$ cat config.mk
export PLATFORM = sky130hd
export DESIGN_NAME = i2c_regif
export DESIGN_NICKNAME = d
export VERILOG_FILES = /design/src/rtl/i2c_regif.sv
export SDC_FILE = /design/constraint.sdc
export NUM_CORES = 1
export LEC_CHECK = 0
export BUFFER_PORTS_ARGS = -buffer_cell sky130_fd_sc_hd__buf_2
export CAP_MARGIN = 20
export CORE_ASPECT_RATIO = 0.75
export CORE_UTILIZATION = 55
export DETAILED_ROUTE_END_ITERATION = 7
export PLACE_DENSITY = 0.83
export SYNTH_ARGS = -nofsm -noshare
export SYNTH_HDL_FRONTEND = slang
export SYNTH_SLANG_ARGS = --single-unit
$ cat constraint.sdc
create_clock -name clk -period 2.2 [get_ports clk]
set_clock_uncertainty 0.1 [all_clocks]
set_input_delay 0.11 -clock clk [delete_from_list [all_inputs] [get_ports clk]]
set_output_delay 0.11 -clock clk [all_outputs]
set_load 0.1 [all_outputs]
$ cat src/rtl/i2c_regif.sv
module i2c_regif #(
  parameter logic ARST_ACTIVE = 1'b0,
  parameter int   AW          = 3,
  parameter int   DW          = 8
) (
  input  logic          clk,
  input  logic          srst,
  input  logic          arst,
  input  logic [AW-1:0] wb_adr,
  input  logic [DW-1:0] wb_wdat,
  output logic [DW-1:0] wb_rdat,
  input  logic          wb_we,
  input  logic          wb_stb,
  input  logic          wb_cyc,
  output logic          wb_ack,
  output logic          irq_o,
  output logic [2*DW-1:0] prescale_o,
  output logic          core_en_o,
  output logic          cmd_start_o,
  output logic          cmd_stop_o,
  output logic          cmd_read_o,
  output logic          cmd_write_o,
  output logic          cmd_nack_o,
  output logic [DW-1:0] tx_data_o,
  input  logic [DW-1:0] rx_data_i,
  input  logic          ctl_done_i,
  input  logic          ctl_rxack_i,
  input  logic          ctl_busy_i,
  input  logic          ctl_al_i
);
  localparam logic [AW-1:0] A_PLO = AW'(0);
  localparam logic [AW-1:0] A_PHI = AW'(1);
  localparam logic [AW-1:0] A_CTL = AW'(2);
  localparam logic [AW-1:0] A_DAT = AW'(3);
  localparam logic [AW-1:0] A_CMD = AW'(4);

  logic          arst_int;
  logic          acc, wr, cmd_ok;
  logic          ien_q, pend_q, al_q, rxack_q, if_q;
  logic [DW-1:0] rx_q, stat, rmux;

  assign arst_int = (arst == ARST_ACTIVE);
  assign acc      = wb_cyc & wb_stb & ~wb_ack;
  assign wr       = acc & wb_we;
  assign cmd_ok   = wr & (wb_adr == A_CMD) & core_en_o;

  assign stat = {rxack_q, ctl_busy_i, al_q, 3'b000, pend_q, if_q};

  always_comb begin
    case (wb_adr)
      A_PLO:   rmux = prescale_o[DW-1:0];
      A_PHI:   rmux = prescale_o[2*DW-1:DW];
      A_CTL:   rmux = {core_en_o, ien_q, {(DW-2){1'b0}}};
      A_DAT:   rmux = rx_q;
      A_CMD:   rmux = stat;
      default: rmux = '0;
    endcase
  end

  always_ff @(posedge clk or posedge arst_int) begin
    if (arst_int) begin
      wb_ack  <= 1'b0;
      wb_rdat <= '0;
    end else if (srst) begin
      wb_ack  <= 1'b0;
      wb_rdat <= '0;
    end else begin
      wb_ack <= acc;
      if (acc) wb_rdat <= rmux;
    end
  end

  always_ff @(posedge clk or posedge arst_int) begin
    if (arst_int) begin
      prescale_o <= '1;
      core_en_o  <= 1'b0;
      ien_q      <= 1'b0;
      tx_data_o  <= '0;
    end else if (srst) begin
      prescale_o <= '1;
      core_en_o  <= 1'b0;
      ien_q      <= 1'b0;
      tx_data_o  <= '0;
    end else if (wr) begin
      case (wb_adr)
        A_PLO:   prescale_o[DW-1:0]    <= wb_wdat;
        A_PHI:   prescale_o[2*DW-1:DW] <= wb_wdat;
        A_CTL:   {core_en_o, ien_q}    <= wb_wdat[7:6];
        A_DAT:   tx_data_o             <= wb_wdat;
        default: ;
      endcase
    end
  end

  always_ff @(posedge clk or posedge arst_int) begin
    if (arst_int) begin
      {cmd_start_o, cmd_stop_o, cmd_read_o, cmd_write_o} <= '0;
      cmd_nack_o <= 1'b0;
      pend_q     <= 1'b0;
      al_q       <= 1'b0;
    end else if (srst) begin
      {cmd_start_o, cmd_stop_o, cmd_read_o, cmd_write_o} <= '0;
      cmd_nack_o <= 1'b0;
      pend_q     <= 1'b0;
      al_q       <= 1'b0;
    end else begin
      {cmd_start_o, cmd_stop_o, cmd_read_o, cmd_write_o} <= '0;
      if (ctl_done_i | ctl_al_i | ~core_en_o) pend_q <= 1'b0;
      if (ctl_al_i) al_q <= 1'b1;
      else if (cmd_ok & wb_wdat[7]) al_q <= 1'b0;
      if (cmd_ok) begin
        {cmd_start_o, cmd_stop_o, cmd_read_o, cmd_write_o} <= wb_wdat[7:4];
        cmd_nack_o <= wb_wdat[3];
        if (wb_wdat[5] | wb_wdat[4]) pend_q <= 1'b1;
      end
    end
  end

  always_ff @(posedge clk or posedge arst_int) begin
    if (arst_int) begin
      rx_q    <= '0;
      rxack_q <= 1'b0;
      if_q    <= 1'b0;
      irq_o   <= 1'b0;
    end else if (srst) begin
      rx_q    <= '0;
      rxack_q <= 1'b0;
      if_q    <= 1'b0;
      irq_o   <= 1'b0;
    end else begin
      if (ctl_done_i) begin
        rx_q    <= rx_data_i;
        rxack_q <= ctl_rxack_i;
      end
      if (ctl_done_i | ctl_al_i) if_q <= 1'b1;
      else if (wr & (wb_adr == A_CMD) & wb_wdat[0]) if_q <= 1'b0;
      irq_o <= if_q & ien_q;
    end
  end
endmodule


**Word level (Yosys, flattened, before mapping)**

Cells that the tools add are included.

- Bits in registers: 53
- Input bits: 29
- Logic and storage cells: 92

- Equality and inequality tests: 4
- Multiplexer cells: 42
- Bitwise logic cells: 13
- Reduce and logical (&&, ||, !) cells: 15

Operator list:

| cell | number |
|---|---|
| 8-bit two-way mux | 9 |
| 8-bit case mux with 5 select lines | 1 |
| 16-bit two-way mux | 2 |
| 1-bit two-way mux | 30 |
| 2-bit nonzero test | 8 |
| 1-bit bitwise AND | 8 |
| 2-bit AND reduction | 4 |
| 3-bit by 2-bit equality test with 1-bit output (second input constant) | 2 |
| 3-bit nonzero test | 2 |
| 3-bit by 1-bit equality test with 1-bit output (second input constant) | 1 |
| 3-bit equality test (second input constant) | 1 |
| 3-bit logical NOT | 1 |
| 1-bit bitwise OR | 3 |
| 1-bit NOT | 2 |

**Logic depth before layout (Yosys ltp)**

Gate-level depths: netlist of run 1.

- Depth after elaboration: 9
- Gate-level depth with buffers: 5
- Mapped depth without buffers: 3

**Least setup slack after synthesis of run 1**

OpenSTA, ideal clock, no wires.

- Path type: flip-flop to flip-flop
- Start: reg wb_ack
- End: reg prescale_o[13]
- Library setup time: 0.082 ns
- Arrival time: 1.794 ns
- Data required time: 2.018 ns
- Setup slack: 0.224 ns
- Cell stages (with the launch flop): 5
- Period minus slack after synthesis: 1.976 ns
- Path through: dfrtp_1 -> and4b_1 -> buf_2 -> and3_1 -> a211o_1

- Cells in the longest elaborated chain, start to end: 5

RTL lines:

| element | line | RTL |
|---|---|---|
| from (decl) | 15 | `output logic wb_ack,` |
| from (signal assigned) | 62 | `wb_ack <= 1'b0;` |
| from (signal assigned) | 65 | `wb_ack <= 1'b0;` |
| from (signal assigned) | 68 | `wb_ack <= acc;` |
| 1-bit NOT | 43 | `assign acc = wb_cyc & wb_stb & ~wb_ack;` |
| 1-bit bitwise AND | 43 |  |
| 1-bit bitwise AND | 44 | `assign wr = acc & wb_we;` |
| 2-bit nonzero test (no line) | n/a |  |
| 2-bit AND reduction (no line) | n/a |  |
| to (signal, indexed assignment) | 86 | `A_PLO: prescale_o[DW-1:0] <= wb_wdat;` |
| to (signal, indexed assignment) | 87 | `A_PHI: prescale_o[2*DW-1:DW] <= wb_wdat;` |
| to (decl) | 17 | `output logic [2*DW-1:0] prescale_o,` |

Every way passes these cells.
A chain may end at the register's enable or synchronous reset.

**Worst setup path in the final report of run 1**

- Start: reg wb_ack
- End: reg prescale_o[6]

The elaborated chain is that of the path after synthesis.

==> results of run 1 <==
[power by group]
group          total, mW  leakage [nW]  switching, mW  internal [mW]
registers           1.01         0.673         0.0143           1.00
clock network      0.537        0.0422          0.312          0.224
logic              0.311         0.870          0.214         0.0978
total               1.86          1.59          0.540           1.32
[logic make-up after synthesis]
kind of cell    synth area share, %
simple gates                  20.01
mux                           8.973
compound gates                14.59
buf+inv                       4.798
flops                         51.63
[stage by stage]
step | hold WS, ns | power [mW] | util [%] | setup slack (ns)
2_1_floorplan | -0.2856 | 1.230 | - | 0.2245
3_3_place_gp | -0.02409 | 1.317 | 65.45 | 0.5800
5_1_grt | 0.001351 | 1.933 | 70.57 | 0.3630
3_5_place_dp | -0.01840 | 1.322 | 65.45 | 0.4592
4_1_cts | 0.002025 | 1.869 | 70.57 | 0.4633
6_report | 0.008247 | 1.862 | 70.57 | 0.4410
[synth_stat cells (all sizes together)]
master   count
dfrtp       37
mux2i       20
a211o       18
and3        16
dfstp       16
nor2        16
buf         12
a21oi       11
o21ai       11
nand3       10
nand2        7
nor3         7
clkbuf       6
and2         5
inv          5
nor3b        4
a221o        3
a2bb2oi      3
and4b        3
mux2         3
nand2b       3
o32ai        3
nand3b       2
or2          2
a21o         1
a311oi       1
and3b        1
nand4b       1
nand4bb      1
nor4         1
o22ai        1
o31ai        1
or3b         1
[layer usage]
metal / vias up / wire length (um) / track usage [%]
met2: 114 / 2853 / 41.79
met3: 7 / 554 / 4.741
met1: 1077 / 2996 / 42.16
li1: 1009 / - / -
met4: 0 / 63 / 8.418
met5: - / 0 / 0
[flip-flops by register name, summed over array words and instances, names as in the netlist]
signal,count
cmd_write_o,1
cmd_start_o,1
cmd_stop_o,1
tx_data_o,8
al_q,1
if_q,1
ien_q,1
core_en_o,1
prescale_o,16
irq_o,1
rxack_q,1
cmd_read_o,1
wb_rdat,8
cmd_nack_o,1
pend_q,1
rx_q,8
wb_ack,1
[cell type report]
class	instances	area, um2	area share (%)
clock inverter	1	5.005	0.1569
inverter	5	18.77	0.5885
clock buffer	7	76.32	2.393
tap	57	71.32	2.236
timing repair buffer	89	535.5	16.79
multi-input combinational	156	1136	35.62
sequential	53	1346	42.21
[worst paths after layout]
kind                            start             to  cells past startpoint
max in group asynchronous        arst  prescale_o[6]                      3
hold / removal             wb_wdat[4]    cmd_write_o                      2
hold reg to reg            wb_rdat[5]     wb_rdat[5]                      1
min in group asynchronous        arst          ien_q                      2
setup reg to reg               wb_ack  prescale_o[6]                      3
setup / recovery               wb_ack  prescale_o[6]                      3
[timing repair]
item                      4_1_cts  5_1_grt
resized for setup               0        0
hold endpoints to repair       33        0
hold buffers                   15        0
==> run summary, run 1 <==
RSZ-0062 raised after global routing -> false
Final Hold Fails -> 0
Htree depth -> 2
Final worst-path cycle share -> 79.96%
Layout area overhead -> 22.31%
Full die area -> 0.005023 mm2
Yosys top cell by area -> dfrtp_1
Cell row count -> 21
WL/cell -> 17.57 um
Fin area -> 0.003189 mm2
Routed wire length -> 6467 um
Post-CTS setup buffers -> 0
Clk slew on worst S/H paths -> 0.09 ns
Port bufs -> 68
Max Freq -> 568.5 MHz
Ranking of synthesized cells by area -> dfrtp_1, dfstp_2, mux2i_1
Core region area -> 0.004519 mm2
# diodes -> 0
Via count -> 2,207
Crit-path slowest cell -> and4b_1
Die height -> 61.63 um
Gate Count Post-Synth -> 232
WP data arrival -> 1.89 ns
Pwr Density -> 584.0 mW/mm2
Buf+Inv Stages, Crit Path -> 0
Delay-heaviest family, CP -> simple AND/OR/NAND/NOR gates
Mean Syn Cell Area -> 11.24 um2
Detail Placement HPWL -> 4538 um
First-pass GRT wire length -> 10,230 um
FF-to-FF setup slack -> 0.44 ns
Worst-skew pair later-pin latency -> 0.30 ns
Largest net degree at the start of global routing -> 36
Worst hold-check path type -> in2reg
Fill cell count -> 349
Rel. slew slack -> 58.66%
Critical path fanouts, max -> 17
CP Launch Type -> register
Clk sink count -> 53
Initial core utilization -> 57.70%
Fraction of final layout cells with drive strength greater than 1 -> 35.05%
Congestion Overflow GR -> 0
Crit path cell chain -> and4b_1, nand2_4, a211o_1
Register area share after synthesis -> 51.63%
Number of library cell types mapped by synthesis -> 42
CTS tree -> done
Setup_tns -> 0 ns
# setup viols final -> 0
Measured slew at the worst slew-check pin -> 0.6196 ns
Post-Syn Area -> 0.002608 mm2
CP required -> 2.33 ns
Final min period -> 1.759 ns
Peak supply drop -> 513.2 uV
Gr usage total -> 28.12%
Final Non-Filler Cells -> 368
Pins Over Slew Limit -> 0
Status -> completed
Die width -> 81.51 um
Dpl cell area -> 0.002958 mm2
Crit Path Class -> reg2reg
DRC Markers -> 0
Post-synth top area share -> 35.51%
Ys Warns -> 0
Placed cells -> 345
Leakage -> 1.586 nW
CTS max path bufs -> 2
1st-iter DRT viols -> 155
Critical path capture point type -> register
Fin nets -> 339
Post-route ant nets -> 0
Vias in the first global route -> 2,009
Slowest stage delay, CP -> 0.66 ns
I/O pins -> 69
Flops & latches, synth -> 53
Antenna violations before repair -> 0
TritonRoute pass-1 iters -> 5
RePlAce Congestion -> 0.8408
CTS root buf -> clkbuf_8
Most frequent cells in the layout -> buf_2, dfrtp_1, mux2i_1, a211o_1
Mapped Nets -> 261
Max cap viols -> 0
Commonest non-fill, non-tap cell in the layout -> buf_2
Inserted Clock Buffers -> 5
Via/cell ratio -> 5.997
(Power assumes the default switching activity.)
==> run 2: changes to the inputs <==
--- a/config.mk
+++ b/config.mk
@@ -8,9 +8,9 @@
 export BUFFER_PORTS_ARGS = -buffer_cell sky130_fd_sc_hd__buf_2
 export CAP_MARGIN = 20
 export CORE_ASPECT_RATIO = 0.75
-export CORE_UTILIZATION = 55
+export CORE_UTILIZATION = 47
 export DETAILED_ROUTE_END_ITERATION = 7
-export PLACE_DENSITY = 0.83
+export PLACE_DENSITY = 0.75
 export SYNTH_ARGS = -nofsm -noshare
 export SYNTH_HDL_FRONTEND = slang
 export SYNTH_SLANG_ARGS = --single-unit
==> constraint.sdc (replaced) <==
create_clock -name clk -period 1.5 [get_ports clk]
set_clock_uncertainty 0.1 [all_clocks]
set_input_delay 0.075 -clock clk [delete_from_list [all_inputs] [get_ports clk]]
set_output_delay 0.075 -clock clk [all_outputs]
set_load 0.1 [all_outputs]
==> run summary, run 2 (same netlist as run 1, synthesis figures left out) <==
Status -> finished, violations left (was completed)
Failing checks -> negative setup slack
Total net switching power -> 832.6 uW (was 540.0 uW)
Dpl cell area -> 0.003045 mm2 (was 0.002958 mm2)
Critical path fanouts, max -> 8 (was 17)
Critical path capture point type -> register (unchanged)
Switching share of power -> 26.42% (was 28.99%)
I/O pins -> 69 (unchanged)
Routed wire length -> 6897 um (was 6467 um)
CP required -> 1.64 ns (was 2.33 ns)
RSZ-0062 raised after global routing -> true (was false)
Largest Register -> prescale_o (unchanged)
GRT met1 Usage -> 37.23% (was 42.16%)
Gr usage total -> 23.70% (was 28.12%)
Fin area -> 0.003577 mm2 (was 0.003189 mm2)
Post-route ant nets -> 0 (unchanged)
Rel. slew slack -> 65.15% (was 58.66%)
WP data arrival -> 1.69 ns (was 1.89 ns)
Port bufs -> 68 (unchanged)
Via count -> 2,256 (was 2,207)
Via/cell ratio -> 5.668 (was 5.997)
Post-Route Utilization -> 66.83% (was 70.57%)
Final worst-path cycle share -> 103.6% (was 79.96%)
Htree depth -> 2 (unchanged)
Full die area -> 0.005853 mm2 (was 0.005023 mm2)
TritonRoute pass-1 iters -> 4 (was 5)
Antenna violations before repair -> 0 (unchanged)
Pins Over Slew Limit -> 0 (unchanged)
Detail Placement HPWL -> 4451 um (was 4538 um)
Final min period -> 1.554 ns (was 1.759 ns)
Max reg flops -> 16 (unchanged)
Commonest non-fill, non-tap cell in the layout -> buf_2 (unchanged)
Die height -> 66.51 um (was 61.63 um)
Core region area -> 0.005353 mm2 (was 0.004519 mm2)
Fraction of final layout cells with drive strength greater than 1 -> 41.18% (was 35.05%)
Largest net degree at the start of global routing -> 54 (was 36)
Max cap viols -> 0 (unchanged)
DRC Markers -> 0 (unchanged)
CTS max path bufs -> 2 (unchanged)
Max Freq -> 643.6 MHz (was 568.5 MHz)
Leakage -> 1.701 nW (was 1.586 nW)
Final Non-Filler Cells -> 398 (was 368)
Initial core utilization -> 48.71% (was 57.70%)
Slowest stage delay, CP -> 0.50 ns (was 0.66 ns)
Peak supply drop -> 543.2 uV (was 513.2 uV)
Worst R2R Path Depth -> 4 (was 3)
Vias in the first global route -> 1,997 (was 2,009)
Pwr Density -> 881.0 mW/mm2 (was 584.0 mW/mm2)
Clk slew on worst S/H paths -> 0.09 ns (about the same)
Fin nets -> 351 (was 339)
Die width -> 88.01 um (was 81.51 um)
CTS tree -> done (unchanged)
Congestion Overflow GR -> 0 (unchanged)
Inserted Clock Buffers -> 5 (unchanged)
CP Launch Type -> register (unchanged)
Worst hold-check path type -> in2reg (unchanged)
# setup viols final -> 18 (was 0)
First-pass GRT wire length -> 10,280 um (was 10,230 um)
1st-iter DRT viols -> 190 (was 155)
Post-Place Setup Slack -> -0.04703 ns (was 0.4592 ns)
Placed cells -> 363 (was 345)
RePlAce Congestion -> 0.7794 (was 0.8408)
Combinational power share -> 16.6% (was 16.7%)
Worst setup margin -> -0.05368 ns (was 0.4410 ns)
Grt met3 use -> 3.965% (was 4.741%)
Most frequent cells in the layout -> buf_2, dfrtp_1, mux2i_1, dlygate4sd3_1, a211o_1 (was buf_2, dfrtp_1, mux2i_1, a211o_1)
WL/cell -> 17.33 um (was 17.57 um)
Cell row count -> 23 (was 21)
Layout area overhead -> 37.19% (was 22.31%)
CTS root buf -> clkbuf_8 (unchanged)
WHS Path Cells -> 3 (was 2)
Most Used Layer, Global Route -> met1 (unchanged)
# diodes -> 0 (unchanged)
Worst-skew pair later-pin latency -> 0.31 ns (was 0.30 ns)
Crit Path Class -> reg2reg (unchanged)
Final Hold Fails -> 0 (unchanged)
Clk network pwr share -> 36.2% (was 28.8%)
Crit path cell chain -> and4b_4, buf_12, nand2_8, a211o_1 (was and4b_1, nand2_4, a211o_1)
Routing usage on met2 -> 33.33% (was 41.79%)
Clk sink count -> 53 (unchanged)
Flop pwr share -> 47.3% (was 54.5%)
Measured slew at the worst slew-check pin -> 0.5227 ns (was 0.6196 ns)
Crit-path slowest cell -> dfrtp_4 (was and4b_1)
Int Power -> 2.319 mW (was 1.322 mW)
## run 2: cell count changes in the layout (fill, tap and decap cells not counted), sizes merged
| cell | previous run | this run |
|---|---|---|
| dlygate4sd3 | 15 | 20 |
| buf | 74 | 71 |
| bufinv | 0 | 2 |
| clkbuf | 7 | 15 |
## run 2: through the flow
step	power [mW]	TNS, ns	hold slack [ns]
4_1_cts	3.129	-0.1544	0.05960
3_5_place_dp	1.956	-0.2873	-0.01022
3_3_place_gp	1.949	0	-0.01179
6_report	3.151	-0.6410	0.07295
2_1_floorplan	1.809	-3.374	-0.3206
5_1_grt	3.253	-1.821	0.09729
## run 2: final cells by class
cell class	count	area, um2
clock inverters	3	65.06
clock buffers	5	68.82
multi-input cells	156	1221
fillers	440	1775
repair buffers	101	758.2
flip-flops and latches	53	1351
inverters	5	18.77
well taps	75	93.84
## run 2: what timing repair did
item | CTS | global route
resized for setup | 3 | 21
hold endpoints to repair | 78 | 0
hold buffers | 20 | 0
pin swaps | 1 | 9
cloned | 0 | 3
setup endpoints to repair | 37 | 46
setup buffers | 1 | 3
## run 2: per-layer routing
| metal | part of all wire (%) | vias to the layer above |
|---|---|---|
| met3 | 7.1 | 9 |
| met4 | 0.93 | 0 |
| met1 | 47 | 1115 |
| met2 | 45 | 100 |
| met5 | 0 | - |
| li1 | - | 1032 |
## run 2: critical path: cells and delay by family (launching register included)
kind / cells / cell delay, ns
buffers and inverters: 1 / 0.13
AOI/OAI and AO/OA: 1 / 0.31
DFF: 1 / 0.50
and+or+nand+nor: 2 / 0.45
## run 2: worst paths after layout
check / endpoint / slack (ns) / startpoint
hold reg to reg: wb_rdat[1] / 0.43 / wb_rdat[1]
hold / removal: wb_ack / 0.07 / wb_stb
max in group asynchronous: prescale_o[7] / 0.82 / arst
setup reg to reg: prescale_o[0] / -0.05 / wb_ack
setup / recovery: prescale_o[0] / -0.05 / wb_ack
min in group asynchronous: irq_o / 0.18 / arst
## run 2: power by group through the flow
stage | logic [mW] | registers, mW | clock network, mW
2_1_floorplan | 0.181 | 1.63 | 0
3_3_place_gp | 0.435 | 1.51 | 0
3_5_place_dp | 0.440 | 1.52 | 0
4_1_cts | 0.484 | 1.49 | 1.16
5_1_grt | 0.557 | 1.49 | 1.20
6_report | 0.522 | 1.49 | 1.14
